==> config.mk <==
export PLATFORM = sky130hd
export DESIGN_NAME = seclock_ctrl
export DESIGN_NICKNAME = d
export VERILOG_FILES = /design/src/rtl/seclock_pkg.sv /design/src/rtl/seclock_decode.sv /design/src/rtl/seclock_lockreg.sv /design/src/rtl/seclock_keygate.sv /design/src/rtl/seclock_ctrlreg.sv /design/src/rtl/seclock_ctrl.sv
export SDC_FILE = /design/constraint.sdc
export NUM_CORES = 1
export LEC_CHECK = 0
export BUFFER_PORTS_ARGS = -buffer_cell sky130_fd_sc_hd__buf_4
export CAP_MARGIN = 20
export CORE_MARGIN = 3
export CORE_UTILIZATION = 30
export CTS_CLUSTER_DIAMETER = 60
export DETAILED_ROUTE_END_ITERATION = 7
export PLACE_DENSITY = 0.54
export SYNTH_ARGS = -nofsm -noshare
export SYNTH_HDL_FRONTEND = slang
export SYNTH_SLANG_ARGS = --single-unit
==> constraint.sdc <==
create_clock -name clk -period 4.51 [get_ports clk]
set_input_delay 0.451 -clock clk [delete_from_list [all_inputs] [get_ports clk]]
set_output_delay 0.451 -clock clk [all_outputs]
set_load 0.1 [all_outputs]
==> src/rtl/seclock_pkg.sv <==
package seclock_pkg;

  localparam int DATA_W    = 32;
  localparam int NUM_LOCKS = 5;

  // writable control bits: 27, 26, 24, 15:0
  localparam logic [DATA_W-1:0] CTRL_WMASK = 32'h0D00_FFFF;
  localparam logic [DATA_W-1:0] CTRL_RST   = 32'h0C00_6000;
  localparam logic [DATA_W-1:0] GRANT_BIT  = 32'h0800_0000;
  localparam logic [DATA_W-1:0] DECR_FIELD = 32'h0000_0E00;

  typedef enum logic [1:0] {
    RS_ZERO = 2'd0,
    RS_CTRL = 2'd1,
    RS_LOCK = 2'd2
  } rsel_e;

  // control bits guarded by one lock bit
  function automatic logic [DATA_W-1:0] group_mask(input int idx);
    logic [DATA_W-1:0] m;
    case (idx)
      0:       m = 32'h0000_007F;
      1:       m = 32'h0000_0080;
      2:       m = 32'h0000_0100;
      3:       m = DECR_FIELD;
      4:       m = 32'h0000_1000;
      default: m = '0;
    endcase
    return m;
  endfunction

endpackage

==> src/rtl/seclock_decode.sv <==
module seclock_decode
  import seclock_pkg::*;
#(
  parameter int ADDR_W = 8,
  parameter logic [ADDR_W-1:0] CTRL_OFF = 'h00,
  parameter logic [ADDR_W-1:0] LOCK_OFF = 'h04,
  parameter logic [ADDR_W-1:0] KEY_OFF  = 'h08
) (
  input  logic              sel,
  input  logic              wr,
  input  logic [ADDR_W-1:0] addr,
  input  logic              open,
  output logic              wr_ctrl,
  output logic              wr_lock,
  output logic              wr_key,
  output rsel_e             rd_src
);

  logic aligned;
  logic wr_ok;
  logic rd_ok;

  always_comb begin
    aligned = (addr[1:0] == 2'b00);
    wr_ok   = sel && wr && aligned;
    rd_ok   = sel && !wr && aligned && open;
    wr_ctrl = wr_ok && open && (addr == CTRL_OFF);
    wr_lock = wr_ok && open && (addr == LOCK_OFF);
    wr_key  = wr_ok && (addr == KEY_OFF);
    rd_src  = RS_ZERO;
    if (rd_ok) begin
      if (addr == CTRL_OFF)      rd_src = RS_CTRL;
      else if (addr == LOCK_OFF) rd_src = RS_LOCK;
      else                       rd_src = RS_ZERO;
    end
  end

endmodule

==> src/rtl/seclock_lockreg.sv <==
module seclock_lockreg
  import seclock_pkg::*;
(
  input  logic                 clk,
  input  logic                 rst_n,
  input  logic                 wr_en,
  input  logic [NUM_LOCKS-1:0] wdata,
  output logic [NUM_LOCKS-1:0] lock_q
);

  always_ff @(posedge clk or negedge rst_n) begin
    if (!rst_n)     lock_q <= '0;
    else if (wr_en) lock_q <= lock_q | wdata;
  end

  AST_LOCK_STICKY: assert property (@(posedge clk) disable iff (!rst_n)
    (lock_q != '0) |=> ((lock_q & $past(lock_q)) == $past(lock_q)));

endmodule

==> src/rtl/seclock_keygate.sv <==
module seclock_keygate
  import seclock_pkg::*;
#(
  parameter logic [DATA_W-1:0] KEY = 32'h757B_DF0D
) (
  input  logic              clk,
  input  logic              rst_n,
  input  logic              wr_key,
  input  logic [DATA_W-1:0] wdata,
  output logic              key_hit,
  output logic              key_miss,
  output logic              open_q
);

  always_comb begin
    key_hit  = wr_key && (wdata == KEY);
    key_miss = wr_key && (wdata != KEY);
  end

  always_ff @(posedge clk or negedge rst_n) begin
    if (!rst_n)        open_q <= 1'b1;
    else if (key_hit)  open_q <= 1'b1;
    else if (key_miss) open_q <= 1'b0;
  end

  AST_KEY_OPENS: assert property (@(posedge clk) disable iff (!rst_n)
    (wr_key && wdata == KEY) |=> open_q);
  AST_BAD_KEY_CLOSES: assert property (@(posedge clk) disable iff (!rst_n)
    (wr_key && wdata != KEY) |=> !open_q);

endmodule

==> src/rtl/seclock_ctrlreg.sv <==
module seclock_ctrlreg
  import seclock_pkg::*;
(
  input  logic                 clk,
  input  logic                 rst_n,
  input  logic                 wr_en,
  input  logic [DATA_W-1:0]    wdata,
  input  logic [NUM_LOCKS-1:0] lock,
  input  logic                 key_set,
  input  logic                 key_clr,
  output logic [DATA_W-1:0]    ctrl_q,
  output logic                 err_q
);

  logic [DATA_W-1:0] held_mask;
  logic [DATA_W-1:0] wr_val;
  logic [DATA_W-1:0] nxt;
  logic              mixed;

  always_comb begin
    held_mask = '0;
    for (int g = 0; g < NUM_LOCKS; g++) begin
      if (lock[g]) held_mask = held_mask | group_mask(g);
    end
    wr_val = ((wdata & ~held_mask) | (ctrl_q & held_mask)) & CTRL_WMASK;
    nxt = ctrl_q;
    if (key_set)      nxt = ctrl_q | GRANT_BIT | DECR_FIELD;
    else if (key_clr) nxt = ctrl_q & ~(GRANT_BIT | DECR_FIELD);
    else if (wr_en)   nxt = wr_val;
    mixed = (wr_val[11:9] != 3'b000) && (wr_val[11:9] != 3'b111);
  end

  always_ff @(posedge clk or negedge rst_n) begin
    if (!rst_n) begin
      ctrl_q <= CTRL_RST;
      err_q  <= 1'b0;
    end else begin
      ctrl_q <= nxt;
      err_q  <= wr_en && !key_set && !key_clr && mixed;
    end
  end

  for (genvar g = 0; g < NUM_LOCKS; g++) begin : g_hold
    localparam logic [DATA_W-1:0] GM = group_mask(g);
    AST_LOCKED_GROUP_HOLD: assert property (@(posedge clk) disable iff (!rst_n)
      (lock[g] && !key_set && !key_clr) |=> ((ctrl_q & GM) == $past(ctrl_q & GM)));
  end

  AST_KEY_SETS_FIELDS: assert property (@(posedge clk) disable iff (!rst_n)
    key_set |=> (ctrl_q[27] && ctrl_q[11:9] == 3'b111));
  AST_KEY_CLEARS_FIELDS: assert property (@(posedge clk) disable iff (!rst_n)
    key_clr |=> (!ctrl_q[27] && ctrl_q[11:9] == 3'b000));
  AST_ERR_MEANS_MIXED: assert property (@(posedge clk) disable iff (!rst_n)
    err_q |-> (ctrl_q[11:9] != 3'b000 && ctrl_q[11:9] != 3'b111));
  AST_RESERVED_ZERO: assert property (@(posedge clk) disable iff (!rst_n)
    (wr_en && !key_set && !key_clr) |=> ((ctrl_q & ~CTRL_WMASK) == '0));

endmodule

==> src/rtl/seclock_ctrl.sv <==
module seclock_ctrl
  import seclock_pkg::*;
#(
  parameter int ADDR_W = 8,
  parameter logic [ADDR_W-1:0] CTRL_OFF = 'h00,
  parameter logic [ADDR_W-1:0] LOCK_OFF = 'h04,
  parameter logic [ADDR_W-1:0] KEY_OFF  = 'h08,
  parameter logic [31:0] KEY = 32'h757B_DF0D
) (
  input  logic              clk,
  input  logic              rst_n,
  input  logic              bus_sel,
  input  logic              bus_wr,
  input  logic [ADDR_W-1:0] bus_addr,
  input  logic [31:0]       bus_wdata,
  output logic [31:0]       bus_rdata,
  output logic              bus_rvalid,
  output logic [31:0]       ctrl_word,
  output logic [4:0]        lock_word,
  output logic              space_open,
  output logic              cfg_err
);

  logic  wr_ctrl;
  logic  wr_lock;
  logic  wr_key;
  logic  key_hit;
  logic  key_miss;
  rsel_e rd_src;
  logic [DATA_W-1:0] rd_mux;

  seclock_decode #(
    .ADDR_W(ADDR_W), .CTRL_OFF(CTRL_OFF), .LOCK_OFF(LOCK_OFF), .KEY_OFF(KEY_OFF)
  ) u_decode (
    .sel(bus_sel), .wr(bus_wr), .addr(bus_addr), .open(space_open),
    .wr_ctrl(wr_ctrl), .wr_lock(wr_lock), .wr_key(wr_key), .rd_src(rd_src)
  );

  seclock_keygate #(.KEY(KEY)) u_key (
    .clk(clk), .rst_n(rst_n), .wr_key(wr_key), .wdata(bus_wdata),
    .key_hit(key_hit), .key_miss(key_miss), .open_q(space_open)
  );

  seclock_lockreg u_lock (
    .clk(clk), .rst_n(rst_n), .wr_en(wr_lock),
    .wdata(bus_wdata[NUM_LOCKS-1:0]), .lock_q(lock_word)
  );

  seclock_ctrlreg u_ctrl (
    .clk(clk), .rst_n(rst_n), .wr_en(wr_ctrl), .wdata(bus_wdata),
    .lock(lock_word), .key_set(key_hit), .key_clr(key_miss),
    .ctrl_q(ctrl_word), .err_q(cfg_err)
  );

  always_comb begin
    case (rd_src)
      RS_CTRL: rd_mux = ctrl_word;
      RS_LOCK: rd_mux = {{(DATA_W-NUM_LOCKS){1'b0}}, lock_word};
      default: rd_mux = '0;
    endcase
  end

  always_ff @(posedge clk or negedge rst_n) begin
    if (!rst_n) begin
      bus_rvalid <= 1'b0;
      bus_rdata  <= '0;
    end else begin
      bus_rvalid <= bus_sel && !bus_wr;
      bus_rdata  <= rd_mux;
    end
  end

  AST_READ_RETURNS: assert property (@(posedge clk) disable iff (!rst_n)
    (bus_sel && !bus_wr) |=> bus_rvalid);
  AST_CLOSED_READ_ZERO: assert property (@(posedge clk) disable iff (!rst_n)
    (bus_sel && !bus_wr && !space_open) |=> (bus_rdata == '0));
  AST_CLOSED_WRITE_IGNORED: assert property (@(posedge clk) disable iff (!rst_n)
    (bus_sel && bus_wr && !space_open && bus_addr != KEY_OFF)
      |=> ($stable(ctrl_word) && $stable(lock_word)));

endmodule

* Word-level counts from Yosys, hierarchy flattened
Index checks and enable logic that the tools add are counted.
** Storage, ports and cells
- Bits of input ports :: 44
- Register bits :: 59
- Logic and storage cells :: 67
- Output and inout bits :: 72
** Operators by class
- Reductions and logical operators :: 24
- Bitwise gates (word level) :: 11
- Mux-type cells :: 18
- Eq/ne operators :: 7
** Operators with widths (count)
- 28-bit 2-to-1 mux :: 11
- 28-bit OR :: 4
- 28-bit bitwise AND :: 2
- 28-bit case mux with 2 select lines :: 1
- 32-bit by 31-bit == test with 1-bit output, second input constant :: 1
- 32-bit by 31-bit inequality test with 1-bit output, second input constant :: 1
- 28-bit inverter :: 1
- 7-bit by 28-bit OR with 28-bit output :: 1
- 1-bit logical AND :: 15
- 8-bit by 3-bit == test with 1-bit output, second input constant :: 1
- 8-bit by 4-bit == test with 1-bit output, second input constant :: 1
- 8-bit logical NOT :: 1
- 7-bit 2-to-1 mux :: 1
- 2-bit 2-to-1 mux :: 3
- 3-bit nonzero test :: 2
- 5-bit OR :: 1
- 1-bit logical NOT :: 3
- 3-bit inequality test, second input constant :: 1
- 3-bit AND reduction :: 1
- 2-bit by 1-bit == test with 1-bit output, second input constant :: 1
- 2-bit == test, second input constant :: 1
- 2-bit logical NOT :: 1
- 1-bit 2-to-1 mux :: 2
- 1-bit inverter :: 2
- 2-bit nonzero test :: 1

* Depth between registers and ports, before layout
Gate-level depths: netlist of the first run.
- Word-level depth :: 15
- Mapped depth :: 8
- Depth with buffers taken out :: 7

* Cells and area by module
Synthesis of the first run repeated with hierarchy kept, for this count alone.
** Second synthesis, totals
- Cell total of the unflattened synthesis :: 195
- Area, all modules :: 2514.9 um2
** Modules (own cells, without submodules)
- seclock_ctrl :: sequential area each 825.8 um2, area an instance 1146.1 um2, times used 1, cells an instance 78
- seclock_ctrlreg :: sequential area each 505.5 um2, area an instance 957.2 um2, times used 1, cells an instance 81
- seclock_keygate :: sequential area each 26.3 um2, area an instance 166.4 um2, times used 1, cells an instance 16
- seclock_lockreg :: sequential area each 125.1 um2, area an instance 162.7 um2, times used 1, cells an instance 10
- seclock_decode :: sequential area each 0.0 um2, area an instance 82.6 um2, times used 1, cells an instance 10

* Worst setup path before layout of the first run
Ideal clock, no wire load.
- Path kind :: reg2reg
- Start :: register u_key.open_q
- End :: register bus_rdata[11]
- Data arrival time :: 2.370 ns
- Required time :: 4.440 ns
- Clock period less this slack :: 2.440 ns
- Path slack :: 2.070 ns
- Buffers on the path :: 2
- Cell stages (with the launch flop) :: 9
- Setup time :: 0.070 ns
- Cell sequence :: dfstp_2 -> nor2b_1 -> nand4_1 -> or3_1 -> inv_1 -> ha_1 -> clkbuf_1 -> clkbuf_1 -> and2_1
** On the way
- Word-level cells in the longest chain between the ends :: 4
- Elaborated cells between the ends (all ways) :: 5
- Classes of those cells :: eq/ne (2); mux (2); reduce/logical (1)
** Ends and longest elaborated chain
- from (decl) :: RTL line seclock_keygate.sv:12 : output logic open_q
- from (signal assigned) :: RTL line seclock_keygate.sv:21 : if (!rst_n) open_q <= 1'b1;
- from (signal assigned) :: RTL line seclock_keygate.sv:22 : else if (key_hit) open_q <= 1'b1;
- from (signal assigned) :: RTL line seclock_keygate.sv:23 : else if (key_miss) open_q <= 1'b0;
- 1-bit logical AND * :: RTL line seclock_decode.sv:26 : rd_ok = sel && !wr && aligned && open;
- 2-bit 2-to-1 mux * :: RTL line seclock_decode.sv:31 : if (rd_ok) begin
- 2-bit == test / 2-bit by 1-bit == test with 1-bit output (equally long branches) :: RTL line seclock_ctrl.sv:56 : case (rd_src)
- 28-bit case mux with 2 select lines * :: RTL line seclock_ctrl.sv:56
- net rd_mux[11] :: RTL line seclock_ctrl.sv:30 : logic [DATA_W-1:0] rd_mux;
- to (signal assigned) :: RTL line seclock_ctrl.sv:69 : bus_rdata <= rd_mux;
- to (decl) :: RTL line seclock_ctrl.sv:16 : output logic [31:0] bus_rdata,
Mark *: on every way through the listed nets, which the timed path passes. The rest lies on a longest branch.
A chain may end at the register's enable or synchronous reset.

* Worst setup path in the final report of the first run
- Start :: register u_key.open_q
- End :: register bus_rdata[0]
The elaborated chain is that of the path after synthesis.

==> impl_metrics.tcl, run 1 <==
set metrics [dict create \
    outcome "finished clean" \
    hpwlAfterDp_mm 4.07 \
    ir_drop_mv 0.115 \
    pwr-share-comb_pct 18.0 \
    synthArstFlopShare_pct 100 \
    postRouteAntennaNets 0 \
    cap_violations 0 \
    cts_made_buffers 5 \
    nNetsFinal 321 \
    drt_first_pass_iters 4 \
    power_per_cell_area_mw_per_mm2 291 \
    cp-start-kind "register" \
    syn_area_sq_mm 0.00220 \
    via_per_inst 4.36 \
    yosys.area_share.simple_pct 21.0 \
    grt_max_degree 47 \
    start_util_pct 31.7 \
    track_usage_pct 12.6 \
    final_util_pct 43.0 \
    synth-compound-area-share_pct 6.37 \
    routedWlPerCell_um 14.2 \
    crit_path_end_kind "register" \
    place_area_sq_mm 0.00288 \
    synth_most_common_cell "dfrtp_1" \
    cts.sinks 46 \
    die_w_um 91.6 \
    avgSynthCellArea_sq_um 12.1 \
    fillCellCount 661 \
    drt_iter0_drc 50 \
    antenna_found_initial 0 \
    clk_pin_slew_worst_paths_ns 0.08 \
    grt_pass1_wl_mm 8.35 \
    holdBufCountCts 0 \
    whs_ns 0.153 \
    p_sw_mw 0.260 \
    syn_to_final_growth_pct 35.7 \
    synthXorXnorAreaFrac_pct 0 \
    maxSlewViolCount 0 \
    critical_path_class "reg2reg" \
    synth_edf_count 0 \
    routed_wl_mm 5.29 \
    clock_tree.root_cell "clkbuf_8" \
    ys_types 35 \
    port_buffers 89 \
    power.share.sequential_pct 47.6 \
    diodes 0 \
    muxShareOfSynthArea_pct 9.16 \
    synthFlopType "dfrtp_1" \
    p_leak_nw 1.57 \
    maxSlewHeadroom_pct 57.1 \
    synth.top_cell.area_share_pct 46.6 \
    cts_setup_buffers 0 \
    multi_input_area_sq_um 926 \
    ios 116 \
    synth_area_leaders "dfrtp_1, buf_4, mux2_2" \
    switching_share_pct 29.9 \
    fmax_mhz 427 \
    fin_setup_tns_ns 0 \
    synth_top_family_by_area "simple AND/OR/NAND/NOR gates" \
    cts_tree "built" \
    die_area_sq_mm 0.00840 \
    synth_seq_cells 46 \
    drc 0 \
    worstPathRequired_ns 4.73 \
    synthAdderAreaFrac_pct 1.14 \
    fin_crit_ns 2.34 \
    synth.yosys.seq_area_share_pct 52.6 \
    cp_max_fo 19 \
    cts_buffer_depth 2 \
    fin_crit_sh_pct 52.0 \
    worstMarginPinSlew_ns 0.644 \
    yosys_warnings 0 \
    seq_area_sq_mm 0.00116 \
    drive_above_1_share_pct 46.0 \
    gp_congestion 0.754 \
    clk_latency_ns 0.29 \
    yosysTopAreaCell "dfrtp_1" \
    die_h_um 91.6 \
    cts_max_level 2 \
    hold_viol 0 \
    grt_pass1_vias 1557 \
    dr_total_vias 1623 \
    intPower_mw 0.610 \
    placementRows 30 \
    post_cts_resized 0 \
    yosys-top-cells-count "dfrtp_1, buf_4, mux2_2" \
    grt_setup_unrepaired "false" \
    clock_power_share_pct 34.4 \
    syn_inst 182 \
    fin_area_sq_mm 0.00299 \
    hold_class "in2async" \
    fin_skew_ns 0.00634 \
    overflow 0 \
    crit_arrival_ns 2.57 \
    core_region_area_sq_mm 0.00694 \
    setup_viol 0 \
]
==> final cells by class <==
type,count,share of cell area (%)
well taps,96,4.02
clock buffers,7,2.56
inverters,2,0.251
flip-flops and latches,46,38.8
clock inverters,1,1.01
repair buffers,89,22.4
multi-input cells,131,31.0
==> power by group through the flow <==
stage | Combinational [mW] | Sequential [mW] | Clock, mW
after global placement | 0.157 | 0.422 | 0
after detailed placement | 0.157 | 0.422 | 0
after CTS | 0.157 | 0.414 | 0.308
after global routing | 0.163 | 0.414 | 0.320
after floorplan | 0.121 | 0.429 | 0
final | 0.157 | 0.414 | 0.299
==> critical path: stages (launching register included) <==
cell	delay (ns)
dfstp_2	0.61
nor2b_1	0.19
nand4_1	0.19
or3_1	0.39
inv_1	0.07
ha_1	0.56
a22oi_1	0.14
nor2_1	0.12
==> path summary, 6_finish.rpt <==
kind | cells past startpoint | from | slack (ns) | to
max | 7 | u_key.open_q | 2.17 | bus_rdata[0]
min | 1 | rst_n | 0.15 | bus_rdata[15]
max reg2reg | 7 | u_key.open_q | 2.17 | bus_rdata[0]
min reg2reg | 1 | register | 0.51 | bus_rdata[12]
max in group asynchronous | 1 | rst_n | 3.97 | u_key.open_q
min in group clk | 2 | bus_wr | 0.34 | bus_rvalid
==> cell usage in the layout (no fill, tap or decap), drive strengths merged, types with 2 or more instances in the layout <==
master and n:
buf 89, dfrtp 41, conb 26, mux2 17, and2 16, nor2 16, nand2 7, clkbuf 7
nand4 6, nor2b 5, a22oi 5, a21o 5, dfstp 5, nand4b 4, o211ai 3, nor4 3
inv 2, or4bb 2, o21ai 2, a31oi 2, ha 2
==> routing by layer <==
layer | wire (um) | track usage [%] | vias to the layer above
met5 | 0 | 0 | -
met4 | 28 | 2.26 | 0
met3 | 419 | 3.36 | 4
met2 | 2480 | 19.8 | 78
met1 | 2360 | 17.6 | 764
li1 | - | - | 777
==> through the flow <==
| step | worst slack [ns] | total power, mW | instances |
|---|---|---|---|
| 2_1_floorplan | 2.07 | 0.550 | 207 |
| 3_3_place_gp | 1.96 | 0.579 | 364 |
| 3_5_place_dp | 1.86 | 0.579 | 364 |
| 4_1_cts | 2.13 | 0.879 | 372 |
| 5_1_grt | 1.87 | 0.898 | 372 |
| 6_report | 2.17 | 0.869 | 372 |
==> kinds of logic (layout without fill, tap and decap cells) <==
logic type,Yosys count,count (layout)
compound gates,19,19
flops,46,46
simple gates,66,66
fa+ha+maj,2,2
other cells,1,26
buf+inv,30,99
mux,18,18
Note: power is estimated with default switching activity, not from simulation.
==> inputs of run 2 (changes only) <==
- clock period: 4.51 -> 2.4 ns (I/O delays scaled with it)
==> run 2 against run 1 <==
  * Combinational power rose by 90%
  * Count of clock-buffer cells in the layout unchanged
  * Die area unchanged
  * Sequential share of layout area decreased by 0.15 points
  * Non-clock buffer count is 4 higher
  * Hold slack lost 0.018 ns
  * Cell count up 1.1%
  * Critical path type unchanged
  * Power grew 78%
  * Largest power group unchanged
==> impl_metrics.tcl, run 2 (same netlist as run 1, synthesis figures left out) <==
set metrics [dict create \
    outcome "finished clean" \
    fmax_mhz 487 \
    fin_area_sq_mm 0.00301 \
    cpPeakStageDelay_ns 0.66 \
    grt_pass1_wl_mm 8.67 \
    grt_pass1_vias 1627 \
    crit_end "bus_rdata[0]" \
    maxSlewViolCount 0 \
    drc 0 \
    clock_tree.root_cell "clkbuf_8" \
    wl_met3_um 478 \
    rr_startpoint "u_key.open_q" \
    nNetsFinal 325 \
    routed_wl_mm 5.36 \
    postRouteAntennaNets 0 \
    overflow 0 \
    p_leak_nw 1.59 \
    maxSlewHeadroom_pct 62.1 \
    grt_max_degree 47 \
    ff2ff_setup_slack_ns 0.35 \
    power_per_cell_area_mw_per_mm2 516 \
    routedWlPerCell_um 14.3 \
    start_util_pct 31.7 \
    die_h_um 91.6 \
    diodes 0 \
    cp_max_fo 9 \
    placementRows 30 \
    grt_setup_unrepaired "false" \
    cpMaxStageDelayCell "dfstp_4" \
    crit_path_end_kind "register" \
    port_buffers 89 \
    cts_tree "built" \
    fin_crit_ns 2.05 \
    crit_arrival_ns 2.23 \
    reg2reg_depth 6 \
    mostFrequentLayoutCells "buf_4, dfrtp_1, conb_1, mux2_2, and2_1" \
    met2_length_mm 2.47 \
    fin_setup_tns_ns 0 \
    track_usage_pct 13.1 \
    fin_crit_sh_pct 85.6 \
    syn_to_final_growth_pct 36.7 \
    cts_max_level 2 \
    ios 116 \
    setup_viol 0 \
    total_power_mw 1.55 \
    clk_pin_slew_worst_paths_ns 0.08 \
    dr_total_vias 1632 \
    gp_congestion 0.774 \
    final_util_pct 43.3 \
    path_depth 6 \
    place_area_sq_mm 0.00291 \
    cts.sinks 46 \
    crit_family "simple AND/OR/NAND/NOR gates" \
    ir_drop_mv 0.188 \
    final_common_cell "buf_4" \
    crit_start "u_key.open_q" \
    antenna_found_initial 0 \
    hold_viol 0 \
    cp-start-kind "register" \
    worst-path-buf-inv 0 \
    hold_class "in2reg" \
    cts_made_buffers 5 \
    met1_length_mm 2.37 \
    worstMarginPinSlew_ns 0.568 \
    clk_latency_ns 0.29 \
    cts_setup_buffers 0 \
    core_region_area_sq_mm 0.00694 \
    critical_path_class "reg2reg" \
    worstPathCellList "nor2b_1 > nand4_1 > or3_1 > ha_1 > a22oi_1 > nor2_1" \
    die_w_um 91.6 \
    drt_first_pass_iters 4 \
    hpwlAfterDp_mm 4.15 \
    cap_violations 0 \
    die_area_sq_mm 0.00840 \
    r2r-end "bus_rdata[0]" \
    cts_buffer_depth 2 \
    drt_iter0_drc 54 \
    via_per_inst 4.34 \
    drive_above_1_share_pct 46.8 \
    fin_skew_ns 0.00410 \
    worstPathRequired_ns 2.58 \
    highest_layer "met4" \
]
[run 2: cell count changes in the layout (fill, tap and decap cells not counted), sizes merged]
cell and change:
clkinv +1, buf +3, dlygate4sd3 +1, bufinv -1
[run 2: metrics by stage]
step / cells / setup WS (ns) / hold slack [ns]
3_5_place_dp: 367 / 0.336 / 0.279
6_report: 376 / 0.346 / 0.135
2_1_floorplan: 207 / 0.0775 / -0.0556
4_1_cts: 376 / 0.314 / 0.124
5_1_grt: 376 / 0.122 / 0.131
3_3_place_gp: 367 / 0.432 / 0.283
[run 2: how the worst min path moves through the flow]
| stage | start | to | slack [ns] | depth (start not counted) |
|---|---|---|---|---|
| 2_1_floorplan | rst_n | asynchronous set/reset pin | -0.06 | 0 |
| 3_3_place_gp | rst_n | bus_rdata[13] | 0.28 | 1 |
| 3_5_place_dp | rst_n | bus_rdata[13] | 0.28 | 1 |
| 4_1_cts | bus_wr | bus_rvalid | 0.12 | 2 |
| 5_1_grt | bus_wr | bus_rvalid | 0.13 | 2 |
| 6_report | bus_wr | bus_rvalid | 0.13 | 2 |
[run 2: metal layers]
layer	vias up	GRT usage, %
met5	-	0
met4	0	3.39
met3	4	3.69
met2	80	20.5
met1	767	17.9
li1	781	-
[run 2: where the power goes]
group	switching [mW]	internal [mW]	total, mW
combinational	0.238	0.0598	0.298
sequential	0.00100	0.777	0.778
clock	0.242	0.232	0.474
total	0.481	1.07	1.55
[run 2: layout make-up]
type / count / area [sq um]
tap: 96 / 120
clock buffer: 7 / 86.3
fill: 667 / 3940
timing repair buffer: 93 / 701
sequential: 46 / 1160
inverter: 2 / 7.51
clock inverter: 1 / 5.00
multi-input combinational: 131 / 926
[run 2: worst reg2reg max path: stages, from the launching register on]
cell     delay (ns)
dfstp_4        0.66
nor2b_1        0.18
nand4_1        0.17
or3_1          0.37
ha_1           0.29
a22oi_1        0.21
nor2_1         0.06
[run 2: what timing repair did]
item                      4_1_cts  5_1_grt
hold endpoints to repair       41        0
resized for setup               0        0
hold buffers                    1        0
==> inputs of run 3 (changes only) <==
- BUFFER_PORTS_ARGS: -buffer_cell sky130_fd_sc_hd__buf_4 -> default
- DONT_BUFFER_PORTS: default -> 1
- PLACE_DENSITY: 0.54 -> 0.41
==> run 3 against run 2 <==
  * Sequential share of layout area rose by 8.8 points
  * Global-route usage fell by 0.59 points
  * Register-to-register slack lost 0.12 ns
  * Design area shrank 19%
  * Critical path depth grew 2
  * Power down 5.7%
  * Die area stayed put
  * Clock skew grew 0.012 ns
  * Sequential power is 2% higher
  * Via count down 15%
  * Sequential cell count unchanged
  * Critical path type unchanged
  * Utilization decreased by 8.0 points
  * Highest routed layer unchanged
==> impl_metrics.tcl, run 3 (same netlist as run 1, synthesis figures left out) <==
set metrics [dict create \
    port_buffers 0 \
    mostFrequentLayoutCells "dfrtp_1, conb_1, mux2_2, and2_1, nor2_1" \
    routedWlPerCell_um 17.2 \
    ir_drop_mv 0.221 \
    cts_setup_buffers 0 \
    maxSlewViolCount 0 \
    worstPathCellList "nor2b_1 > nand4_1 > or3_1 > inv_1 > ha_2 > buf_4 > a22oi_1 > nor2_1" \
    cpPeakStageDelay_ns 0.66 \
    critical_path_class "reg2reg" \
    cts.sinks 46 \
    cpMaxStageDelayCell "dfstp_4" \
    reg2reg_depth 8 \
    postRouteAntennaNets 0 \
    cts_buffer_depth 2 \
    drc 0 \
    rr_startpoint "u_key.open_q" \
    outcome "finished clean" \
    ios 116 \
    crit_arrival_ns 2.39 \
    fin_skew_ns 0.0157 \
    post-place-ws_ns 0.176 \
    syn_to_final_growth_pct 11.4 \
    grt_max_degree 47 \
    grt_pass1_wl_mm 8.19 \
    drive_above_1_share_pct 26.0 \
    grt_pass1_vias 1420 \
    clock_tree.root_cell "clkbuf_8" \
    fin_area_sq_mm 0.00245 \
    ff2ff_setup_slack_ns 0.23 \
    worstMarginPinSlew_ns 0.946 \
    drt_first_pass_iters 4 \
    overflow 0 \
    min-delay-start "bus_addr[3]" \
    final_common_cell "dfrtp_1" \
    cap_violations 0 \
    clk_latency_ns 0.30 \
    worst-path-buf-inv 2 \
    cts_made_buffers 5 \
    drt_iter0_drc 70 \
    fin_crit_sh_pct 90.5 \
    cp_max_fo 9 \
    track_usage_pct 12.5 \
    fin_ws_ns 0.227 \
    dr_total_vias 1395 \
    power_per_cell_area_mw_per_mm2 597 \
    die_w_um 91.6 \
    core_region_area_sq_mm 0.00694 \
    maxSlewHeadroom_pct 36.9 \
    start_util_pct 31.7 \
    crit_path_end_kind "register" \
    via_per_inst 4.65 \
    die_area_sq_mm 0.00840 \
    clk_pin_slew_worst_paths_ns 0.09 \
    routed_wl_mm 5.17 \
    nNetsFinal 249 \
    crit_start "u_key.open_q" \
    r2r-end "bus_rdata[4]" \
    total_power_mw 1.46 \
    crit_family "simple AND/OR/NAND/NOR gates" \
    cts_max_level 2 \
    cts_tree "built" \
    hold_viol 0 \
    hold_depth 1 \
    gp_congestion 0.814 \
    hold_class "in2reg" \
    antenna_found_initial 0 \
    worstPathRequired_ns 2.62 \
    place_area_sq_mm 0.00232 \
    p_leak_nw 1.20 \
    fin_crit_ns 2.17 \
    hold_end "u_ctrl.ctrl_q[10]" \
    hpwlAfterDp_mm 3.95 \
    whs_ns 0.0562 \
    fin_setup_tns_ns 0 \
    placementRows 30 \
    die_h_um 91.6 \
    grt_setup_unrepaired "false" \
    diodes 0 \
    setup_viol 0 \
    cp-start-kind "register" \
    fmax_mhz 460 \
]
-- run 3: cell count changes in the layout (fill, tap and decap cells not counted), sizes merged --
cell	before	now
buf	92	15
clkbuf	7	8
dlygate4sd3	1	2
clkinv	1	0
-- run 3: worst max-delay path by stage --
| stage | to | slack (ns) | cells past startpoint |
|---|---|---|---|
| after global placement | bus_rdata[4] | 0.24 | 8 |
| after CTS | bus_rdata[4] | 0.14 | 8 |
| after global routing | bus_rdata[4] | 0.06 | 8 |
| after floorplan | bus_rdata[11] | 0.08 | 8 |
| final | bus_rdata[4] | 0.23 | 8 |
| after detailed placement | bus_rdata[4] | 0.18 | 8 |
-- run 3: stage by stage --
step | utilization, % | std cells
after global placement | 33.4 | 289
after CTS | 35.2 | 300
after detailed placement | 33.4 | 289
after global routing | 35.3 | 300
after floorplan | - | 207
final | 35.3 | 300
-- run 3: layer usage --
metal	up-vias	routed length (um)	global-route usage [%]
met2	81	2430	19.4
met1	675	2100	15.7
met3	4	594	5.33
li1	635	-	-
met5	-	0	0
met4	0	55	4.15
-- run 3: report_power, final --
part           switching (mW)  total, mW  internal [mW]  leakage [nW]
logic                   0.204      0.224         0.0195         0.537
clock network           0.241      0.448          0.207        0.0395
registers              0.0138      0.791          0.777         0.625
total                   0.459       1.46           1.00          1.20
-- run 3: layout make-up --
class / instances / area [sq um]
inverter: 2 / 7.51
sequential: 46 / 1160
multi-input combinational: 131 / 928
clock buffer: 8 / 80.1
fill: 717 / 4490
timing repair buffer: 17 / 153
tap: 96 / 120
-- run 3: repair_timing --
action                                  CTS  global route
endpoints found under the setup margin    0             1
hold buffers                              3             0
endpoints found under the hold margin    47             0
gates resized for setup                   0             1
